==> src/rtl/tvec_reg.sv <==
module tvec_reg #(
  parameter int               XLEN        = 32,
  parameter int               CAUSE_W     = 6,
  parameter logic [XLEN-1:0]  RST_VEC     = 32'h0000_1000,
  parameter int               MODE_POLICY = 0,
  parameter bit               DIRECT_ONLY = 1'b0,
  parameter int               ALIGN_LSB   = 6
) (
  input  logic               clk,
  input  logic               rst_n,
  input  logic               wr_en,
  input  logic [1:0]         wr_op,
  input  logic [XLEN-1:0]    wr_data,
  output logic [XLEN-1:0]    rd_data,
  input  logic               trap_irq,
  input  logic [CAUSE_W-1:0] trap_cause,
  output logic [XLEN-1:0]    trap_target
);

  localparam logic [XLEN-1:0] LOW_MASK  = (XLEN'(1) << ALIGN_LSB) - XLEN'(1);
  localparam logic [XLEN-1:0] RST_LEGAL = RST_VEC & ~LOW_MASK;

  logic [XLEN-1:0] vec_q;
  logic [XLEN-1:0] raw;
  logic [XLEN-1:0] legal;
  logic [1:0]      mode_l;
  logic            drop;

  always_comb begin
    unique case (wr_op)
      2'b01:   raw = wr_data;
      2'b10:   raw = vec_q | wr_data;
      2'b11:   raw = vec_q & ~wr_data;
      default: raw = vec_q;
    endcase
  end

  always_comb begin
    drop   = 1'b0;
    mode_l = raw[1:0];
    if (DIRECT_ONLY) begin
      mode_l = 2'b00;
    end else if (raw[1]) begin
      if (MODE_POLICY == 0)      drop   = 1'b1;
      else if (MODE_POLICY == 1) mode_l = {1'b0, raw[0]};
      else                       mode_l = 2'b00;
    end
  end

  assign legal = (raw & ~LOW_MASK) | {{(XLEN-2){1'b0}}, mode_l};

  always_ff @(posedge clk or negedge rst_n) begin
    if (!rst_n)                          vec_q <= RST_LEGAL;
    else if (wr_en && wr_op != 2'b00 && !drop) vec_q <= legal;
  end

  assign rd_data = vec_q;

  logic [XLEN-1:0] base;
  assign base        = {vec_q[XLEN-1:2], 2'b00};
  assign trap_target = (trap_irq && vec_q[1:0] == 2'b01)
                     ? base + (XLEN'(trap_cause) << 2)
                     : base;

  AST_MODE_LEGAL: assert property (@(posedge clk) disable iff (!rst_n)
    !vec_q[1] && (!DIRECT_ONLY || !vec_q[0]));
  AST_BASE_ALIGN: assert property (@(posedge clk) disable iff (!rst_n)
    (vec_q & LOW_MASK & ~XLEN'(3)) == '0);
  AST_TGT_WORD: assert property (@(posedge clk) disable iff (!rst_n)
    trap_target[1:0] == 2'b00);
  AST_IDLE_HOLD: assert property (@(posedge clk) disable iff (!rst_n)
    (!wr_en || wr_op == 2'b00) |=> $stable(rd_data));
  AST_DROP_HOLD: assert property (@(posedge clk) disable iff (!rst_n)
    (MODE_POLICY == 0 && !DIRECT_ONLY && wr_en && raw[1]) |=> $stable(rd_data));
  AST_EXC_BASE: assert property (@(posedge clk) disable iff (!rst_n)
    !trap_irq |-> (trap_target == (rd_data & ~XLEN'(3))));

endmodule

==> config.mk <==
export PLATFORM = sky130hd
export DESIGN_NAME = tvec_reg
export DESIGN_NICKNAME = d
export VERILOG_FILES = /design/src/rtl/tvec_reg.sv
export SDC_FILE = /design/constraint.sdc
export NUM_CORES = 1
export LEC_CHECK = 0
export BUFFER_PORTS_ARGS = -buffer_cell sky130_fd_sc_hd__buf_2
export CAP_MARGIN = 20
export CORE_ASPECT_RATIO = 2
export CORE_MARGIN = 8
export CORE_UTILIZATION = 33
export CTS_CLUSTER_SIZE = 28
export DETAILED_ROUTE_END_ITERATION = 12
export PLACE_DENSITY_LB_ADDON = 0.25
export SLEW_MARGIN = 30
export SYNTH_ARGS = -nofsm -noshare
export SYNTH_HDL_FRONTEND = slang
export SYNTH_SLANG_ARGS = --single-unit
==> constraint.sdc <==
create_clock -name clk -period 4.21 [get_ports clk]
set_clock_uncertainty 0.2 [all_clocks]
set_input_delay 0.2105 -clock clk [delete_from_list [all_inputs] [get_ports clk]]
set_output_delay 0.2105 -clock clk [all_outputs]
set_load 0.1 [all_outputs]
# Yosys cells after proc, flatten, opt, wreduce, memory -nomap -nowiden
# Cells that the tools add are included.
classes:
  n_addsub: 1
  multipliers: 0
  div_mod_pow: 0
  n_lt_le_gt_ge: 0
  eq_ne: 4
  n_shift: 0
  muxes: 4
  bitwise_logic: 4
  n_reduce_logical: 5
ops:
  columns: ["operator", "count"]
  rows:
  - ["$pmux 32 s3", 1]
  - ["$add 32x8->32", 1]
  - ["$and 32x32->32", 1]
  - ["$mux 32", 1]
  - ["$not 32->32", 1]
  - ["$or 32x2->32", 1]
  - ["$or 32x32->32", 1]
  - ["$eq 2x1->1 const B", 2]
  - ["$eq 2x2->1 const B", 2]
  - ["$logic_and 1x1->1", 3]
  - ["$mux 2", 1]
  - ["$reduce_bool 2->1", 1]
  - ["$logic_not 1->1", 1]
  - ["$mux 1", 1]
totals:
  ff_bits: 32
  latchBits: 0
  ram_bits: 0
  mem_bits_ro: 0
  in_bits: 44
  output_inout_bits: 64
  elab_cells: 19
  mem_count: 0

# Depth between registers and ports, before layout
depth:
  depth_word: 6
  mapped_depth: 7
  ltp_nobuf: 6

# Least setup slack after synthesis
# OpenSTA, ideal clock, no wires.
synth_timing:
  path_type: "reg-to-output"
  from: "reg vec_q[6] (netlist: rd_data[6])"
  to: "out trap_target[28]"
  t_arrival_ps: 3942
  setup_slack_ps: -142
  stages_incl_launch_ff: 7
  path_buffers: 0
  path_cell_list: "dfrtp_1 ha_1 inv_1 fa_1 or4_1 nor3_1 xor2_1"
synth_between:
  elab_chain_len: 2
synth_lines:
  columns: ["element", "line", "rtl"]
  rows:
  - ["start, declared", "23", "logic [XLEN-1:0] vec_q;"]
  - ["start signal, assigned", "54", "else if (wr_en && wr_op != 2'b00 && !drop) vec_q <= legal;"]
  - ["$add 32x8->32", "62", "? base + (XLEN'(trap_cause) << 2)"]
  - ["$mux 32", "62", null]
  - ["end, declared", "17", "output logic [XLEN-1:0] trap_target"]
# Every way passes these cells.

# Worst setup path after layout
layout_timing:
  from: "reg vec_q[6] (netlist: rd_data[6])"
  to: "out trap_target[14]"
# The elaborated chain is that of the path after synthesis.

==> qor.csv <==
stage,metric,value,unit
outcome,status,"complete, no violations",
place,dp_hpwl,5260,µm
cts,cts-resized-gates,0,
power,seqPwrFrac,23.4,%
detailed_routing,ant_nets,0,
worst_setup_path,path_depth,7,
global_routing,grt_pass1_vias,2318,
power,swShare,62.7,%
logic_synthesis,synth_area,2050,µm²
sta,finalMaxSlewViolations,0,
worst_setup_path,startpoint_type,flop,
logic_synthesis,ys_dominant_reg_cell,dfrtp_1,
detailed_routing,routed_wl,7200,µm
worst_setup_path,end_kind,primary output,
worst_setup_path,critPathTopFamily,simple AND/OR/NAND/NOR gates,
hold_path,hold_class,primary input to flop,
logic_synthesis,yosysSeqAreaShare,34.2,%
place,dp.cells,402,
power,p_leak,1.42,nW
cells_and_area,area_growth_syn_to_layout,39.3,%
detailed_routing,wire_per_inst,16.9,µm
global_routing,grt_pass1_wl,11500,µm
sta,min_period,3.37,ns
cts,clkTransAtPathRegs,0.07,ns
power,power_density,591,nW/µm²
logic_synthesis,syn_avg_cell_area,7.91,µm²
worst_setup_path,cp_slowest_cell,nor3_1,
worst_setup_path,worstSetupPathType,flop to primary output,
cts,cts_tree,yes,
detailed_routing,drc,0,
cells_and_area,antenna_cells,0,
place,portBuffers,97,
logic_synthesis,synth_top_cell_area_share,33.0,%
logic_synthesis,syn_inst,259,
die,coreArea,6010,µm²
worst_setup_path,crit_buf_inv,2,
worst_setup_path,critical_path.cell_chain,ha_1 -> inv_1 -> fa_1 -> nor3_1 -> and4_2 -> xor2_2 -> buf_2,
die,ios,108,
sta,fin_crit_sh,80.0,%
worst_setup_path,cp_slowest_stage_delay,0.67,ns
place,gp_congestion,0.731,
die,rows,40,
sta,worst_pin_slew,0.899,ns
cts,cts_buffers,3,
global_routing,grt_busiest_layer,met2,
cells_and_area,stdcell_count,427,
logic_synthesis,synth-warning-count,0,
sta,fin_setup_tns,0,ns
cells_and_area,drive_above_1_share,32.1,%
cts,clk_latency,0.26,ns
die,dieArea,9140,µm²
detailed_routing,vias_per_cell,5.27,
logic_synthesis,synthArstFlopShare,100,%
place,post-place-ws,1.11,ns
sta,setup_ws,0.840,ns
global_routing,met2_usage,29.5,%
global_routing,track_usage,15.6,%
detailed_routing,firstDrtPassIters,4,
sta,hold_violations,0,
cts,cts_max_level,1,
global_routing,grt_start_max_net_pins,31,
logic_synthesis,synth_commonest_cells,"nand2_1 (52), a21oi_1 (28), dfrtp_1 (27), o22ai_1 (20), nand3_1 (16)",
die,initial_utilization,34.1,%
global_routing,antenna_found_initial,0,
cells_and_area,final_net_count,412,
sta,setup_viol,0,
job,maxCapViolCount,0,
die,die_height,127,µm
worst_setup_path,reg2reg_depth,4,
sta,clock.fmax,0.297,GHz
logic_synthesis,synth-edff-count,0,
logic_synthesis,yosysMostFrequentCell,nand2_1,
sta,grt_setup_unrepaired,false,
power,internal_power,0.000631,W
global_routing,grt_use_met3,3.45,%
worst_setup_path,critPathMaxFanout,6,
logic_synthesis,synth_cell_types,36,
power,ir_drop,0.354,mV
cells_and_area,nFillCells,620,
hold_path,holdPathStages,3,
power,p_sw,0.00106,W
cells_and_area,largest_reg_flops,28,
power,combPwrFrac,62.4,%
logic_synthesis,ys_seq_elements,28,
cts,clockBufferDepth,2,
cts,cts_setup_buffers,0,
worst_setup_path,worstPathArrival,2.96,ns
power,clkPwrFrac,14.2,%
die,die_width,71.7,µm
sta,timing.slew.headroom,39.9,%
logic_synthesis,synth.area.top_cells,"dfrtp_1 (33%), nand2_1 (9.5%), a21oi_1 (6.8%)",
logic_synthesis,synth_top_cell_by_area,dfrtp_1,
cts,clock_sinks,28,
worst_setup_path,cp.required,3.80,ns
global_routing,grt_use_met1,16.2,%
global_routing,grt-ovfl-total,0,
cts,clockRootBuffer,clkbuf_16,
detailed_routing,drtIter0Drc,78,
detailed_routing,vias,2252,
cell families (layout without fill, tap and decap cells):
logic type | Yosys count | in the layout | share of synthesized area, %
AO/OA/AOI/OAI | 64 | 64 | 17.5
XOR/XNOR | 24 | 24 | 10.3
adder cells (fa/ha/maj) | 3 | 3 | 2.20
buffers and inverters | 30 | 130 | 7.39
flip-flops | 28 | 28 | 34.2
other | 1 | 6 | 0.183
AND/OR/NAND/NOR | 109 | 109 | 28.3
timing repair:
action / in CTS / in global routing
hold endpoints to repair: 47 / 0
hold buffers: 21 / 0
endpoints found under the setup margin: 0 / 0
tightest hold or removal path, stage by stage:
cell     delay [ns]
buf_2          0.09
a31oi_1        0.06
a21oi_1        0.11
routing by layer:
layer  vias to the layer above  routed length, µm
met3                         7                371
met1                      1072               2810
li1                       1111                  -
met5                         -                  0
met4                         0                 96
met2                        62               3920
layout make-up:
class / instances / area, µm² / area share (%)
Multi-Input combinational cell: 206 / 1250 / 43.9
Timing Repair Buffer: 119 / 707 / 24.8
Sequential cell: 28 / 702 / 24.6
Clock buffer: 4 / 88.8 / 3.11
Tap cell: 63 / 78.8 / 2.76
Inverter: 7 / 26.3 / 0.920
worst paths after layout:
kind	from	to	slack (ns)
min	wr_data[20]	rd_data[20]	0.05
max in group asynchronous	rst_n	rd_data[19]	3.03
min reg2reg	rd_data[12]	rd_data[12]	0.34
min in group asynchronous	rst_n	rd_data[0]	0.33
max	rd_data[6]	trap_target[14]	0.84
max reg2reg	rd_data[1]	rd_data[15]	2.22
power groups by stage:
| stage | sequential, W | combinational, W | clock (W) |
|---|---|---|---|
| floorplan | 0.000717 | 0.000562 | 0 |
| global placement | 0.000399 | 0.00104 | 0 |
| detailed placement | 0.000402 | 0.00104 | 0 |
| CTS | 0.000397 | 0.00106 | 0.000247 |
| global route | 0.000406 | 0.00110 | 0.000257 |
| finish | 0.000396 | 0.00105 | 0.000239 |
metrics by stage:
stage	util (%)	power (W)	cell area [µm²]	hold WS, ns
6_report	47.5	0.00169	2860	0.0545
3_5_place_dp	42.6	0.00145	2560	0.0915
3_3_place_gp	42.4	0.00144	2540	0.0906
2_1_floorplan	-	0.00128	2110	-0.285
4_1_cts	47.5	0.00170	2860	0.0513
5_1_grt	47.5	0.00176	2860	0.0541
cell usage in the layout, fill, tap and decap left out, types with 2 or more instances in the layout:
master,n
clkbuf_16,3
a31oi_1,7
o22ai_1,20
xnor2_1,12
nor3b_2,2
nand4_1,5
nor2_1,5
xor2_2,3
and2_1,5
o21ai_0,7
conb_1,6
a21oi_1,28
nand2b_1,3
inv_1,7
nor3_1,9
nand2_1,52
or4_1,2
xnor2_2,2
nand3_1,16
dfrtp_1,27
ha_1,2
buf_2,97
xor2_1,7
dlygate4sd3_1,21
(Power assumes the default switching activity.)
